<file path="config.mk">
export PLATFORM = sky130hd
export DESIGN_NAME = irq_cascade_ctrl
export DESIGN_NICKNAME = d
export VERILOG_FILES = /design/src/rtl/irqc_pkg.sv /design/src/rtl/irqc_prio.sv /design/src/rtl/irqc_unit.sv /design/src/rtl/irq_cascade_ctrl.sv
export SDC_FILE = /design/constraint.sdc
export NUM_CORES = 1
export LEC_CHECK = 0
export BUFFER_PORTS_ARGS = -buffer_cell sky130_fd_sc_hd__buf_2
export CORE_ASPECT_RATIO = 1.1
export CORE_MARGIN = 2
export CORE_UTILIZATION = 45
export DETAILED_ROUTE_END_ITERATION = 10
export PLACE_DENSITY_LB_ADDON = 0.12
export SKIP_CTS_REPAIR_TIMING = 1
export SLEW_MARGIN = 40
export SYNTH_ARGS = -nofsm -noshare
export SYNTH_HDL_FRONTEND = slang
export SYNTH_SLANG_ARGS = --single-unit
</file>
<file path="constraint.sdc">
create_clock -name clk -period 5.2 [get_ports clk]
set_input_delay 1.04 -clock clk [delete_from_list [all_inputs] [get_ports clk]]
set_output_delay 1.04 -clock clk [all_outputs]
set_load 0.02 [all_outputs]
</file>
<file path="src/rtl/irqc_pkg.sv">
package irqc_pkg;

    typedef enum logic [2:0] {
        ST_UNINIT,
        ST_BASE,
        ST_CASC,
        ST_MODE,
        ST_RUN
    } init_state_t;

    localparam logic [7:0] EOI_NONSPEC = 8'h20;
    localparam int         START_BIT   = 4;
    localparam int         SINGLE_BIT  = 1;
    localparam int         MODE_BIT    = 0;

endpackage

</file>
<file path="src/rtl/irqc_prio.sv">
module irqc_prio #(
    parameter int  N  = 8,
    localparam int IW = $clog2(N)
) (
    input  logic [N-1:0]  req,
    output logic          found,
    output logic [IW-1:0] idx
);

    always_comb begin
        found = 1'b0;
        idx   = '0;
        for (int i = N - 1; i >= 0; i--) begin
            if (req[i]) begin
                found = 1'b1;
                idx   = IW'(i);
            end
        end
    end

endmodule

</file>
<file path="src/rtl/irqc_unit.sv">
module irqc_unit
    import irqc_pkg::*;
#(
    parameter int  LINES = 8,
    localparam int IW    = $clog2(LINES)
) (
    input  logic             clk,
    input  logic             rst_n,
    input  logic             wr_en,
    input  logic             addr,
    input  logic [7:0]       wr_data,
    input  logic [LINES-1:0] irq_lines,
    input  logic             ack_req,
    output logic             int_o,
    output logic [7-IW:0]    base_o,
    output logic [IW-1:0]    idx_o,
    output logic [LINES-1:0] casc_o,
    output logic [7:0]       rd_data
);

    init_state_t      state, nxt;
    logic             need_mode, single;
    logic [7-IW:0]    base;
    logic [LINES-1:0] casc, mask, irr, isr, prev;
    logic [LINES-1:0] rise, pend, take_vec, eoi_vec;
    logic             start, odd_wr, eoi;
    logic             pend_found, isr_found;
    logic [IW-1:0]    pend_idx, isr_idx;

    assign start  = wr_en && !addr && wr_data[START_BIT];
    assign odd_wr = wr_en && addr;
    assign eoi    = wr_en && !addr && (wr_data == EOI_NONSPEC) && (state == ST_RUN);
    assign rise   = irq_lines & ~prev;
    assign pend   = irr & ~mask;

    irqc_prio #(.N(LINES)) u_pend_prio (.req(pend), .found(pend_found), .idx(pend_idx));
    irqc_prio #(.N(LINES)) u_isr_prio  (.req(isr),  .found(isr_found),  .idx(isr_idx));

    // Next-state logic of the init sequencer
    always_comb begin
        nxt = state;
        if (start) begin
            nxt = ST_BASE;
        end else if (odd_wr) begin
            unique case (state)
                ST_BASE:   nxt = single ? (need_mode ? ST_MODE : ST_RUN) : ST_CASC;
                ST_CASC:   nxt = need_mode ? ST_MODE : ST_RUN;
                ST_MODE:   nxt = ST_RUN;
                ST_UNINIT: nxt = ST_UNINIT;
                ST_RUN:    nxt = ST_RUN;
            endcase
        end
    end

    // State register
    always_ff @(posedge clk or negedge rst_n) begin
        if (!rst_n) state <= ST_UNINIT;
        else        state <= nxt;
    end

    assign int_o    = pend_found && (!isr_found || (pend_idx < isr_idx));
    assign take_vec = (ack_req && int_o) ? (LINES'(1) << pend_idx) : '0;
    assign eoi_vec  = (eoi && isr_found) ? (LINES'(1) << isr_idx) : '0;

    // Configuration and interrupt bookkeeping registers
    always_ff @(posedge clk or negedge rst_n) begin
        if (!rst_n) begin
            need_mode <= 1'b0;
            single    <= 1'b0;
            base      <= '0;
            casc      <= '0;
            mask      <= '1;
            irr       <= '0;
            isr       <= '0;
            prev      <= '0;
        end else begin
            prev <= irq_lines;
            if (start) begin
                need_mode <= wr_data[MODE_BIT];
                single    <= wr_data[SINGLE_BIT];
                casc      <= '0;
                mask      <= '1;
                irr       <= '0;
                isr       <= '0;
            end else begin
                if (odd_wr && state == ST_BASE) base <= wr_data[7:IW];
                if (odd_wr && state == ST_CASC) casc <= wr_data[LINES-1:0];
                if (state != ST_RUN && nxt == ST_RUN) mask <= '0;
                else if (odd_wr && state == ST_RUN)   mask <= wr_data[LINES-1:0];
                irr <= (irr & ~take_vec) | (rise & ~mask & {LINES{state == ST_RUN}});
                isr <= (isr | take_vec) & ~eoi_vec;
            end
        end
    end

    assign base_o  = base;
    assign idx_o   = pend_idx;
    assign casc_o  = casc;
    assign rd_data = addr ? 8'(mask) : 8'(isr);

    a_r3_masked_until_ready: assert property (@(posedge clk) disable iff (!rst_n)
        (state != ST_RUN) |-> (mask == '1));

    a_r4_masked_edge_dropped: assert property (@(posedge clk) disable iff (!rst_n)
        !start |=> ((irr & ~$past(irr) & $past(mask)) == '0));

    a_r6_ack_enters_service: assert property (@(posedge clk) disable iff (!rst_n)
        (ack_req && int_o && !wr_en) |=> ($countones(isr) == $past($countones(isr)) + 1));

    a_r8_eoi_drops_one: assert property (@(posedge clk) disable iff (!rst_n)
        (eoi && (isr != '0) && !(ack_req && int_o)) |=> ($countones(isr) == $past($countones(isr)) - 1));

endmodule

</file>
<file path="src/rtl/irq_cascade_ctrl.sv">
module irq_cascade_ctrl #(
    parameter int  LINES = 8,
    localparam int IW    = $clog2(LINES),
    localparam int TOTAL = 2 * LINES
) (
    input  logic             clk,
    input  logic             rst_n,
    input  logic             wr_en,
    input  logic             cs,
    input  logic             addr,
    input  logic [7:0]       wr_data,
    output logic [7:0]       rd_data,
    input  logic [TOTAL-1:0] irq_in,
    input  logic             inta,
    output logic             int_out,
    output logic             vector_valid,
    output logic [7:0]       vector
);

    logic [LINES-1:0] prim_in, prim_casc, sec_casc;
    logic             prim_int, sec_int, sec_hit, sec_ack;
    logic [7-IW:0]    prim_base, sec_base;
    logic [IW-1:0]    prim_idx, sec_idx;
    logic [7:0]       prim_rd, sec_rd;

    for (genvar k = 0; k < LINES; k++) begin : g_prim_in
        assign prim_in[k] = prim_casc[k] ? sec_int : irq_in[k];
    end

    assign sec_hit = prim_casc[prim_idx] && (sec_casc == LINES'(prim_idx));
    assign sec_ack = inta && prim_int && sec_hit;

    irqc_unit #(.LINES(LINES)) u_prim (
        .clk(clk), .rst_n(rst_n), .wr_en(wr_en && !cs), .addr(addr), .wr_data(wr_data),
        .irq_lines(prim_in), .ack_req(inta), .int_o(prim_int), .base_o(prim_base),
        .idx_o(prim_idx), .casc_o(prim_casc), .rd_data(prim_rd)
    );

    irqc_unit #(.LINES(LINES)) u_sec (
        .clk(clk), .rst_n(rst_n), .wr_en(wr_en && cs), .addr(addr), .wr_data(wr_data),
        .irq_lines(irq_in[TOTAL-1:LINES]), .ack_req(sec_ack), .int_o(sec_int), .base_o(sec_base),
        .idx_o(sec_idx), .casc_o(sec_casc), .rd_data(sec_rd)
    );

    assign int_out = prim_int;
    assign rd_data = cs ? sec_rd : prim_rd;

    always_ff @(posedge clk or negedge rst_n) begin
        if (!rst_n) begin
            vector_valid <= 1'b0;
            vector       <= '0;
        end else begin
            vector_valid <= inta && prim_int;
            if (inta && prim_int) vector <= sec_hit ? {sec_base, sec_idx} : {prim_base, prim_idx};
        end
    end

    a_r6_valid_follows_ack: assert property (@(posedge clk) disable iff (!rst_n)
        vector_valid |-> $past(inta));

    a_r7_cascade_vector_source: assert property (@(posedge clk) disable iff (!rst_n)
        (sec_ack) |=> (vector[IW-1:0] == $past(sec_idx)));

endmodule

</file>
After elaboration in Yosys (flattened, before gate mapping). Index checks and enable logic that the tools add are counted.

Add/subtract/negate cells: 0. Multipliers: 0. Div/mod/pow operators: 0. $lt $le $gt $ge: 3. Equality and inequality tests: 14. Shift-type cells: 4. Muxes and demuxes: 106. Bitwise logic cells: 26. Reduce and logical (&&, ||, !) cells: 44.

Operators with widths (count): $mux W8 (22); $mux W3 (40); $and A8 B8 Y8 (12); $not A8 Y8 (8); $mux W1 (41); $or A8 B8 Y8 (4); $shl A1 B3 Y8 const A (4); $logic_and A1 B1 Y1 (28); $pmux W3 S4 (2); $eq A3 B2 Y1 const B (4); $eq A3 B3 Y1 const B (4); $eq A8 B3 Y1 (1); $eq A8 B6 Y1 const B (1); $eq A3 B1 Y1 const B (2); $logic_not A3 Y1 (2); $lt A3 B3 Y1 (2); $ne A3 B3 Y1 const B (2); $reduce_bool A3 Y1 (2); $logic_not A1 Y1 (4); $lt A3 B4 Y1 const B (1); $reduce_and A2 Y1 (2); $reduce_bool A2 Y1 (2); $reduce_or A2 Y1 (2); $bmux W1 S3 (1); 2 further kinds (4).

Register bits after elaboration: 109. Latch bits: 0. Bits in writable memories: 0. Memory bits (read-only): 0. Input bits: 30. Output and inout bits: 18. Word-level logic and storage cells: 217. Memories kept: 0.

Longest topological paths before layout.
Depth in word-level cells: 21. Depth in mapped cells: 14. Depth with buffers taken out: 12.

Modules after synthesis. A second synthesis with hierarchy kept.

Cells, all modules: 604. Area, all modules: 6102.1 sq um.

Modules (own cells, without submodules): irqc_unit (instances 2, cells each 233, area an instance 2472.4 sq um, sequential area each 1261.2 sq um); irq_cascade_ctrl (instances 1, cells each 86, area an instance 837.1 sq um, sequential area each 225.2 sq um); irqc_prio (instances 4, cells each 13, area an instance 80.1 sq um, sequential area each 0.0 sq um).

Worst setup path after synthesis. OpenSTA, ideal clock, no wires.

Kind: flip-flop to output port. Start: register u_prim.mask[2]. End: output port int_out. Arrival time: 2.164 ns. Required time: 4.160 ns. Slack: 1.996 ns. Cell stages (with the launch flop): 10. Buffers on the path: 0. Cells stage by stage: dfstp_2 -> nand2b_1 -> and4_4 -> and2_4 -> ha_1 -> a21oi_1 -> o21ai_0 -> a21oi_1 -> a21oi_1 -> a21oi_1.

Cells in the longest elaborated chain, start to end: 8. Elaborated cells on any way between the ends: 11. Classes of those cells: 1 x order compare; 6 x mux; 2 x bitwise; 2 x reduce/logical.

Ends and longest elaborated chain: start: declaration (line irqc_unit.sv:24) `logic [LINES-1:0] casc, mask, irr, isr, prev;`; start signal: assignment (line irqc_unit.sv:89) `else if (odd_wr && state == ST_RUN) mask <= wr_data[LINES-1:0];`; $not A8 Y8 * (line irqc_unit.sv:34) `assign pend = irr & ~mask;`; $and A8 B8 Y8 * (line irqc_unit.sv:34); $mux W3 (3 in series) (line irqc_prio.sv:14) `if (req[i]) begin`; $lt A3 B3 Y1 (line irqc_unit.sv:61) `assign int_o = pend_found && (!isr_found || (pend_idx < isr_idx));`; $logic_or A1 B1 Y1 (line irqc_unit.sv:61); $logic_and A1 B1 Y1 * (line irqc_unit.sv:61); end: declaration (line irq_cascade_ctrl.sv:15) `output logic int_out,`.

Mark *: on every way between the ends. The rest lies on a longest branch, timed or not.

Worst setup path after layout.
Start: register u_prim.isr[7]. End: output port int_out.

Cells in the longest elaborated chain, start to end: 11. Elaborated cells on any way between the ends: 20. Classes of those cells: 1 x order compare; 16 x mux; 3 x reduce/logical.

Ends and longest elaborated chain: start: declaration (line irqc_unit.sv:24); start signal: assignment (line irqc_unit.sv:91) `isr <= (isr | take_vec) & ~eoi_vec;`; $mux W3 / $mux W1 (equally long branches) (8 in series) (line irqc_prio.sv:14); $lt A3 B3 Y1 / $logic_not A1 Y1 (equally long branches) (line irqc_unit.sv:61); $logic_or A1 B1 Y1 * (line irqc_unit.sv:61); $logic_and A1 B1 Y1 * (line irqc_unit.sv:61).

Marks and branches as above.

==> run_results.csv <==
group,metric,value,unit
status,status,"complete, but fails checks",
status,violations,"design-rule violations",
timing,min_period,3.923,ns
timing,fin_setup_tns,0,ns
floorplan,ios,48,
timing,finalHoldViolCount,0,
cells_and_area,drive_gt1_share,20.61,%
cells_and_area,final.fill_count,1200,
floorplan,die_x,112.9,um
synthesis,synth.distinct_cells,69,
setup_path,cp_max_fo,5,
timing,skew,0.004837,ns
hold_path,hold_class,"reg -> reg",
setup_path,critPathKind,"reg -> out",
timing,clock.fmax,254.9,MHz
cells_and_area,seqCellArea,2748,um2
routing,totalWireLength,16720,um
cts,clk_latency,0.36,ns
synthesis,synth_top_area_share,39.65,%
routing,drt_iter0_drc,418,
setup_path,cp_data_arrival_time,2.88,ns
routing,wl_per_cell,20.46,um
pwr,total_leakage_power,2.896,nW
place,port_buffers,47,
cells_and_area,finalNonFillerCells,817,
floorplan,dieArea,13970,um2
cells_and_area,diodes,0,
floorplan,die_h,123.8,um
place,place_inst,801,
timing,grt_setup_unrepaired,"false",
synthesis,synth_common_cells,"nand2_1 (101), dfrtp_1 (93), o21ai_0 (50)",
synthesis,yosys_register_bits,109,
timing,worstMarginPinSlew,0.7231,ns
synthesis,synth_ff_type,"dfrtp_1",
routing,ant_nets,0,
synthesis,synth_area,5869,um2
synthesis,synthTopCellsByArea,"dfrtp_1 (40%), dfstp_2 (7.2%), nand2_1 (6.5%)",
global_route,grt-ovfl-total,0,
place,routabilityCongestion,0.9084,
synthesis,yosys_warnings,0,
routing,dr.pass1.iters,8,
floorplan,core,12700,um2
pwr,power_per_cell_area,648.0,nW/um2
cts,clkTransAtPathRegs,0.07,ns
timing,finalSetupViolCount,0,
synthesis,synth_area_leader_cell,"dfrtp_1",
cells_and_area,fin_nets,688,
cts,htreeDepth,3,
timing,max-slew-margin-rel,51.79,%
cts,cts_inserted_buffers,9,
setup_path,endpoint_kind,"primary output",
synthesis,synth.most_common_cell,"nand2_1",
routing,vias_per_cell,5.990,
global_route,first_global_vias,4872,
floorplan,row_count,43,
global_route,grt_max_degree,75,
pwr,ir_drop,0.0002258,V
place,dp_hpwl,12230,um
global_route,grt_util_all_layers,25.29,%
global_route,antenna_found_initial,0,
routing,vias,4894,
setup_path,start_kind,"flop",
timing,slew_violations,0,
cts,cts_root_buffer,"clkbuf_16",
floorplan,start_util,46.23,%
cts,cts.sinks,109,
cts,clock_path_buffers,2,
setup_path,required,4.16,ns
synthesis,synth-edff-count,0,
synthesis,syn_nets,650,
timing,min_period_over_period,75.45,%
synthesis,syn_inst,617,
synthesis,avgSynthCellArea,9.513,um2
cells_and_area,multi_input_area,2992,um2
synthesis,ys_seq_area_share,46.81,%
global_route,grt_pass1_wl,26950,um
routing,drc,3,
cts,cts_tree,"built",
flow_run,max-cap-violations,0,
synthesis,synthArstFlopShare,100.0,%
cells_and_area,area_growth,11.70,%
[critical path: stages, from the launching register on]
cell,delay [ns]
dfrtp_1,0.45
nor4_1,0.54
nor3_1,0.16
nand2_1,0.11
ha_1,0.25
a21oi_1,0.23
o21ai_0,0.13
a21oi_1,0.19
a21oi_1,0.09
a21oi_1,0.18
buf_2,0.20
[cell usage in the layout, fill, tap and decap left out, drive strengths merged, types with 3 or more instances in the layout]
cell,Yosys,routed
o221a,3,3
a21o,3,3
a31oi,10,10
and2,4,4
o2bb2ai,4,4
nand2b,16,16
a21oi,27,27
nand4,4,4
o21a,4,4
dfrtp,93,93
and3,5,5
a32o,6,6
o211ai,9,9
a211oi,6,6
nand2,101,101
buf,3,51
clkinv,0,4
or4,5,5
nor2,37,37
nor3,27,27
dfstp,16,16
or2,4,4
ha,3,3
mux2i,16,16
inv,17,18
clkbuf,21,10
or3,4,4
mux2,20,20
nor2b,14,14
o31ai,6,6
nand3,25,25
mux4,8,8
nor4,6,6
nor4b,11,11
o21ai,50,50
[flip-flops by register name (all words and copies together), names as in the netlist, 3 cells and up]
signal and cells:
u_prim.casc_o 8, u_sec.state 3, u_sec.prev 8, u_sec.casc_o 8, u_prim.irr 8, u_prim.isr 8
u_prim.base_o 5, u_prim.prev 8, u_sec.irr 8, u_prim.state 3, u_sec.base_o 5, vector 8
u_prim.mask 8, u_sec.isr 8, u_sec.mask 8
[final timing paths]
| check | from | to | slack [ns] | cells after the start |
|---|---|---|---|---|
| worst max-delay path | u_prim.isr[7] | int_out | 1.28 | 10 |
| worst min-delay path | vector[1] | vector[1] | 0.48 | 2 |
| worst max register to register | u_prim.isr[7] | u_sec.irr[2] | 1.66 | 11 |
| worst min register to register | vector[1] | vector[1] | 0.48 | 2 |
| max in group asynchronous | rst_n | u_sec.mask[5] | 3.57 | 2 |
| min in group asynchronous | rst_n | u_prim.irr[6] | 0.69 | 1 |
[area by class of cell]
type                    instances  area share, %
multi-input cells             467          45.63
flip-flops and latches        109          41.91
repair buffers                 51          4.141
clock buffers                  10          3.645
well taps                     157          2.996
inverters                      17         0.9733
clock inverters                 6         0.7061
[metal layers]
layer / global-route usage, % / routed length (um) / vias to the layer above
li1: - / - / 2331
met1: 35.01 / 7721 / 2392
met2: 40.29 / 7633 / 146
met3: 4.185 / 986 / 25
met4: 9.756 / 375 / 0
met5: 0 / 0 / -
[per-stage QoR]
stage	instance area [um2]	hold slack (ns)	util [%]	setup slack, ns	total power (W)
finish	6556	0.4786	51.64	1.277	0.004248
global route	6556	0.5068	51.64	1.124	0.004537
detailed placement	6260	0.4723	49.30	1.485	0.003537
global placement	6241	0.4613	49.15	1.605	0.003489
CTS	6545	0.4899	51.55	1.191	0.004226
floorplan	5869	0.4787	-	1.996	0.002877
[power by group]
group / total [W] / internal (W) / switching [W]
registers: 0.00153 / 0.00119 / 0.000336
clock network: 0.000679 / 0.000342 / 0.000337
logic: 0.00204 / 0.000806 / 0.00124
total: 0.00425 / 0.00234 / 0.00191
[logic make-up (layout without fill, tap and decap cells)]
logic type      count (synthesis)  count (layout)  share of synthesized area, %
simple gates                  273             273                         23.70
compound gates                147             147                         16.54
flops                         109             109                         46.81
mux                            44              44                         9.635
buf+inv                        41              84                         2.665
fa+ha+maj                       3               3                        0.6396
No activity file was read; power rests on OpenSTA's default activity.
